$ cat src/rtl/sel_pkg.sv
package sel_pkg;
  typedef enum logic [1:0] {
    OUT_TIE      = 2'd0,
    OUT_LIN_WINS = 2'd1,
    OUT_LRU_WINS = 2'd2
  } duel_out_e;
endpackage

$ cat src/rtl/leader_match.sv
module leader_match #(
  parameter int IDX_W  = 10,
  parameter int LEAD_W = 5
) (
  input  logic [IDX_W-1:0] set_idx_i,
  output logic             leader_o
);
  localparam int HI_LSB = IDX_W - LEAD_W;

  assign leader_o = (set_idx_i[IDX_W-1:HI_LSB] == set_idx_i[LEAD_W-1:0]);
endmodule

$ cat src/rtl/outcome_decode.sv
module outcome_decode
  import sel_pkg::*;
(
  input  logic      vld_i,
  input  logic      leader_i,
  input  logic      lin_hit_i,
  input  logic      lru_hit_i,
  output logic      en_o,
  output logic      up_o
);
  duel_out_e outc;

  always_comb begin
    outc = OUT_TIE;
    if (lin_hit_i && !lru_hit_i)      outc = OUT_LIN_WINS;
    else if (!lin_hit_i && lru_hit_i) outc = OUT_LRU_WINS;
  end

  assign en_o = vld_i && leader_i && (outc != OUT_TIE);
  assign up_o = (outc == OUT_LIN_WINS);
endmodule

$ cat src/rtl/duel_counter.sv
module duel_counter #(
  parameter int CNT_W  = 10,
  parameter int COST_W = 3
) (
  input  logic              clk_i,
  input  logic              rst_ni,
  input  logic              en_i,
  input  logic              up_i,
  input  logic [COST_W-1:0] cost_i,
  output logic [CNT_W-1:0]  cnt_o
);
  localparam logic [CNT_W-1:0] CNT_MAX  = {CNT_W{1'b1}};
  localparam logic [CNT_W-1:0] CNT_MID  = CNT_W'(1) << (CNT_W - 1);
  localparam logic [CNT_W-1:0] COST_MAX = CNT_W'((1 << COST_W) - 1);

  logic [CNT_W-1:0] cnt_q, cnt_d, cost_ext;
  logic [CNT_W:0]   up_sum;

  assign cost_ext = CNT_W'(cost_i);
  assign up_sum   = {1'b0, cnt_q} + {1'b0, cost_ext};

  always_comb begin
    cnt_d = cnt_q;
    if (en_i) begin
      if (up_i) cnt_d = up_sum[CNT_W] ? CNT_MAX : up_sum[CNT_W-1:0];
      else      cnt_d = (cost_ext > cnt_q) ? '0 : (cnt_q - cost_ext);
    end
  end

  always_ff @(posedge clk_i or negedge rst_ni) begin
    if (!rst_ni) cnt_q <= CNT_MID;
    else         cnt_q <= cnt_d;
  end

  assign cnt_o = cnt_q;

  // Any single step moves the count by at most the largest cost, so the count cannot wrap.
  AST_STEP_BOUND: assert property (@(posedge clk_i) disable iff (!rst_ni)
    ((cnt_q >= $past(cnt_q)) ? (cnt_q - $past(cnt_q)) : ($past(cnt_q) - cnt_q)) <= COST_MAX);
  AST_IDLE_HOLD: assert property (@(posedge clk_i) disable iff (!rst_ni)
    !en_i |=> $stable(cnt_q));
endmodule

$ cat src/rtl/policy_duel_sel.sv
module policy_duel_sel #(
  parameter int IDX_W  = 10,
  parameter int LEAD_W = 5,
  parameter int CNT_W  = 10,
  parameter int COST_W = 3
) (
  input  logic              clk_i,
  input  logic              rst_ni,
  input  logic              acc_vld_i,
  input  logic [IDX_W-1:0]  set_idx_i,
  input  logic              lin_hit_i,
  input  logic              lru_hit_i,
  input  logic [COST_W-1:0] cost_i,
  output logic              follow_lin_o
);
  logic             leader, cnt_en, cnt_up;
  logic [CNT_W-1:0] cnt;
  logic             pol_q;

  leader_match #(.IDX_W(IDX_W), .LEAD_W(LEAD_W)) u_lead (
    .set_idx_i (set_idx_i),
    .leader_o  (leader)
  );

  outcome_decode u_dec (
    .vld_i     (acc_vld_i),
    .leader_i  (leader),
    .lin_hit_i (lin_hit_i),
    .lru_hit_i (lru_hit_i),
    .en_o      (cnt_en),
    .up_o      (cnt_up)
  );

  duel_counter #(.CNT_W(CNT_W), .COST_W(COST_W)) u_cnt (
    .clk_i  (clk_i),
    .rst_ni (rst_ni),
    .en_i   (cnt_en),
    .up_i   (cnt_up),
    .cost_i (cost_i),
    .cnt_o  (cnt)
  );

  always_ff @(posedge clk_i or negedge rst_ni) begin
    if (!rst_ni) pol_q <= 1'b1;
    else         pol_q <= cnt[CNT_W-1];
  end

  assign follow_lin_o = pol_q;

  AST_FOLLOWER_HOLD: assert property (@(posedge clk_i) disable iff (!rst_ni)
    (acc_vld_i && !leader) |=> $stable(cnt));
  AST_TIE_HOLD: assert property (@(posedge clk_i) disable iff (!rst_ni)
    (acc_vld_i && leader && (lin_hit_i == lru_hit_i)) |=> $stable(cnt));
  AST_LIN_UP: assert property (@(posedge clk_i) disable iff (!rst_ni)
    (acc_vld_i && leader && lin_hit_i && !lru_hit_i) |=> (cnt >= $past(cnt)));
  AST_LRU_DOWN: assert property (@(posedge clk_i) disable iff (!rst_ni)
    (acc_vld_i && leader && !lin_hit_i && lru_hit_i) |=> (cnt <= $past(cnt)));
  AST_POLICY_LAG: assert property (@(posedge clk_i) disable iff (!rst_ni)
    follow_lin_o == $past(cnt[CNT_W-1]));
endmodule

$ cat config.mk
export PLATFORM = sky130hd
export DESIGN_NAME = policy_duel_sel
export DESIGN_NICKNAME = d
export VERILOG_FILES = /design/src/rtl/sel_pkg.sv /design/src/rtl/leader_match.sv /design/src/rtl/outcome_decode.sv /design/src/rtl/duel_counter.sv /design/src/rtl/policy_duel_sel.sv
export SDC_FILE = /design/constraint.sdc
export NUM_CORES = 1
export LEC_CHECK = 0
export BUFFER_PORTS_ARGS = -buffer_cell sky130_fd_sc_hd__buf_2
export CELL_PAD_IN_SITES_DETAIL_PLACEMENT = 2
export CELL_PAD_IN_SITES_GLOBAL_PLACEMENT = 2
export CORE_MARGIN = 10
export CORE_UTILIZATION = 35
export CTS_BUF_LIST = sky130_fd_sc_hd__clkbuf_16
export CTS_CLUSTER_SIZE = 10
export DETAILED_ROUTE_END_ITERATION = 8
export PLACE_DENSITY_LB_ADDON = 0.1
export SLEW_MARGIN = 20
export SYNTH_ARGS = -nofsm -noshare
export SYNTH_HDL_FRONTEND = slang
export SYNTH_SLANG_ARGS = --single-unit
$ cat constraint.sdc
create_clock -name clk_i -period 4.5 [get_ports clk_i]
set_input_delay 0.9 -clock clk_i [delete_from_list [all_inputs] [get_ports clk_i]]
set_output_delay 0.9 -clock clk_i [all_outputs]
set_load 0.01 [all_outputs]
# == Word-level counts from Yosys, hierarchy flattened ==
# Index checks and enable logic that the tools add are counted.
# word_totals
output_inout_bits,1
register_bits,11
elab_cells,19
# classes
reduce_logical,7
n_mux,5
n_eq_ne,2
order_cmp,1
add_sub_neg,2
# ops
operator,count
$mux 10,3
$add 10x3->11,1
$gt 3x10->1,1
$sub 10x3->10,1
$eq 5x5->1,1
$logic_and 1x1->1,4
$mux 2,2
$eq 2x1->1 const B,1
$logic_not 1->1,2
$reduce_bool 2->1,1

# == Logic depth before layout (Yosys ltp) ==
# depth
ltp_word,6
ltp_mapped,8
ltp_nobuf,8

# == By module ==
# A second synthesis with hierarchy kept.
# unflattened
hier_cells,137
area_unflattened_um2,1194.9
# modules_own_cells
mod,area_each_um2,cells_each,instances
duel_counter,1084.8,126,1
leader_match,58.8,7,1
policy_duel_sel,26.3,1,1
outcome_decode,25.0,3,1

# == Worst setup path after synthesis ==
# Ideal clock, no wire load.
# synth_path
kind,input port to flip-flop
startpoint,input cost_i[0]
endpoint,"register u_cnt.cnt_q[5], in the netlist u_cnt.cnt_o[5]"
t_required_ns,4.396
n_path_buf,0
cell_stages,6
t_arrival_ns,2.524
slack_ns,1.873
cell_sequence,ha_1 > fa_1 > nand2b_1 > a41o_1 > or3_1 > o311ai_1
# synth_via
elab_chain_cells,3
elab_cells_between_ends,6
classes_between,add/sub (2); order compare (1); mux (3)
# synth_rtl
element,line_no,source
start: declaration,policy_duel_sel.sv:13,"input logic [COST_W-1:0] cost_i,"
"$sub 10x3->10, or another cell as far along",duel_counter.sv:26,else cnt_d = (cost_ext > cnt_q) ? '0 : (cnt_q - cost_ext);
$mux 10 (on tied branches),"duel_counter.sv:26, duel_counter.sv:25",
$mux 10 *,duel_counter.sv:25,if (up_i) cnt_d = up_sum[CNT_W] ? CNT_MAX : up_sum[CNT_W-1:0];
end signal: assignment,duel_counter.sv:32,else cnt_q <= cnt_d;
end: declaration,duel_counter.sv:16,"logic [CNT_W-1:0] cnt_q, cnt_d, cost_ext;"
# Every way passes the cells marked *; elsewhere a longest branch is shown, timed or not.
# A chain may end at the register's enable or synchronous reset.

# == Final worst setup path ==
# layout_path
startpoint,input cost_i[0]
endpoint,"register u_cnt.cnt_q[7], in the netlist u_cnt.cnt_o[7]"
# Same word-level chain as after synthesis.

==> reports/results.ini <==
[outcome]
status=completed

[cells_and_area]
post-route-util_pct=43.1
area_growth_syn_to_layout_pct=17.3
antenna_cells=0
drive_gt1_share_pct=18.4
nets=175

[critical_path]
path_cells=buf_2 -> ha_1 -> fa_1 -> nand2b_1 -> a41o_1 -> nor3b_1 -> o21ai_0 -> o21ai_0
worstPathRequired_ns=4.65
cp_common_cell=o21ai_0
critPathMaxStageDelay_ns=0.42
critPathTopFamily=adder cells
cp.arrival_ns=2.84
r2r-start=u_cnt.cnt_o[0]
cp_slowest_cell=fa_1
crit_path_max_fanout=5
path_class=input pin to register
critPathLaunch=cost_i[0]
r2r_slack_ns=2.18
cp-end-kind=register
crit_buf_inv=1
critPathLaunchType=input pin

[detailed_routing]
postRouteAntennaNets=0
vias=1083
dr.first_iter.drc_count=33
routedWlPerCell_um=19.2
routed_wirelength_um=3670
vias_per_cell=5.67
dr.pass1.iters=4
drcViolationCount=0

[yosys]
synth-edff-count=0
synth_cells=132
yosys.cell_count.top_type=o21ai_0
synth_fp_nets=159
yosysTopAreaCell=dfrtp_1
yosysWarningCount=0
synth_top_area_share_pct=20.1
synth-async-reset-ratio_pct=100
ys_seq_elements=11
syn_avg_cell_area_um2=8.49
netlist_area_mm2=0.00112
yosysSeqAreaShare_pct=24.8
ys_top_cells_by_area=dfrtp_1 (20%), ha_1 (7.8%), o21ai_0 (5.8%)
synthFlopType=dfrtp_1
synth_common_cells=o21ai_0 (13), nor2_1 (11), dfrtp_1 (9)
ys_types=43

[floorplanning]
dieArea_mm2=0.00587
core_area_mm2=0.00305
ios=19
start_util_pct=36.7
rows=20
die_w_um=76.6
die_y_um=76.6

[grt]
grt_overflow=0
antenna_found_initial=0
grt_pass1_wl_um=6200
grt_usage_pct=12.7
grt_pass1_vias=1291
grt_max_degree=15

[flow_run]
maxCapViolCount=0

[sta]
clock_skew_ns=0.00432
worst_pin_slew_ns=0.642
slew_headroom_pct=56.8
slew_viol_final=0
hold_viol_final=0
period_needed_ns=2.68
fmaxAchievable_mhz=373
setup-tns-final_ns=0
finalSetupViolCount=0
fin_crit_sh_pct=59.6
rsz0062_at_grt=false

[place]
dp_hpwl_um=2880
io_buffers=18
gp_congestion=0.773

[cts]
clockBufferDepth=2
h-tree-depth=1
clk-insertion-delay-late_ns=0.24
cts.sinks=11
cts_tree=yes
hold_buffers=0
numCtsBuffers=3
ctsResizeCount=0
post_cts_buffers=0
cts_root_buf=clkbuf_16
clk_pin_slew_ns=0.05

[pwr]
peakVddDrop_mv=0.197
p_per_area_mw_per_mm2=516
power.leakage_nw=0.565

[worst_hold_path]
hp-start=u_cnt.cnt_o[9]
hold_path.class=register to register

report_power, final:
| part | total (mW) | switching (mW) | internal, mW |
|---|---|---|---|
| sequential | 0.171 | 0.0434 | 0.128 |
| combinational | 0.342 | 0.203 | 0.139 |
| clock | 0.165 | 0.0479 | 0.117 |
sequential cells by signal, summed over array words and instances, names as in the netlist:
signal / count
follow_lin_o: 1
u_cnt.cnt_o: 10
cell families (layout without fill, tap and decap cells):
family          count (synthesis)  after routing  share of synthesized area, %
compound gates                 40             40                          23.9
xor+xnor                       11             11                          8.59
fa+ha+maj                       9              9                          11.4
buf+inv                        15             30                          5.36
flops                          11             11                          24.8
mux                             2              2                          1.79
simple gates                   44             44                          24.2
per-layer routing:
metal	wire (µm)	track usage (%)	vias up
met1	1660	14.4	545
met4	26	2.79	0
met3	70	1.77	5
met2	1910	24.1	17
li1	-	-	516
met5	0	0	-
cell type report:
class,count,area (µm²)
Multi-Input combinational cell,106,783
Fill cell,366,1740
Clock inverter,1,3.75
Timing Repair Buffer,18,90.1
Inverter,8,30.0
Clock buffer,3,75.1
Sequential cell,11,278
Tap cell,44,55.1
worst paths after layout:
path | end | cells past startpoint
worst max-delay path | u_cnt.cnt_o[7] | 8
max in group asynchronous | u_cnt.cnt_o[9] | 1
min in group asynchronous | u_cnt.cnt_o[0] | 1
worst min-delay path | follow_lin_o | 0
worst min register to register | follow_lin_o | 0
worst max register to register | u_cnt.cnt_o[7] | 8
per-stage QoR:
| stage | hold slack, ns | setup slack, ns | cells | power (mW) | instance area, µm² |
|---|---|---|---|---|---|
| floorplan | 0.387 | 1.87 | 132 | 0.410 | 1120 |
| global placement | 0.407 | 1.67 | 187 | 0.490 | 1240 |
| detailed placement | 0.410 | 1.58 | 187 | 0.513 | 1240 |
| CTS | 0.413 | 1.78 | 191 | 0.683 | 1320 |
| global route | 0.423 | 1.63 | 191 | 0.732 | 1320 |
| finish | 0.413 | 1.82 | 191 | 0.679 | 1320 |
layout by cell type (no fill, tap or decap), drive strengths merged, types with 2 or more instances in the layout:
cell type  netlist  layout
inv              8       9
nor2            11      11
o21ai           13      13
a211oi           2       2
o311ai           3       3
fa               2       2
nand2            5       5
nor3b            2       2
nand2b           2       2
nor3             4       4
dfstp            2       2
dfrtp            9       9
nand4            2       2
xnor2            7       7
clkbuf           4       3
mux2i            2       2
and3             2       2
o211ai           4       4
nor2b            4       4
nand3            4       4
a21oi            7       7
xor2             4       4
ha               7       7
buf              3      18
a31oi            2       2
nand4b           3       3
Note: power is estimated with default switching activity, not from simulation.
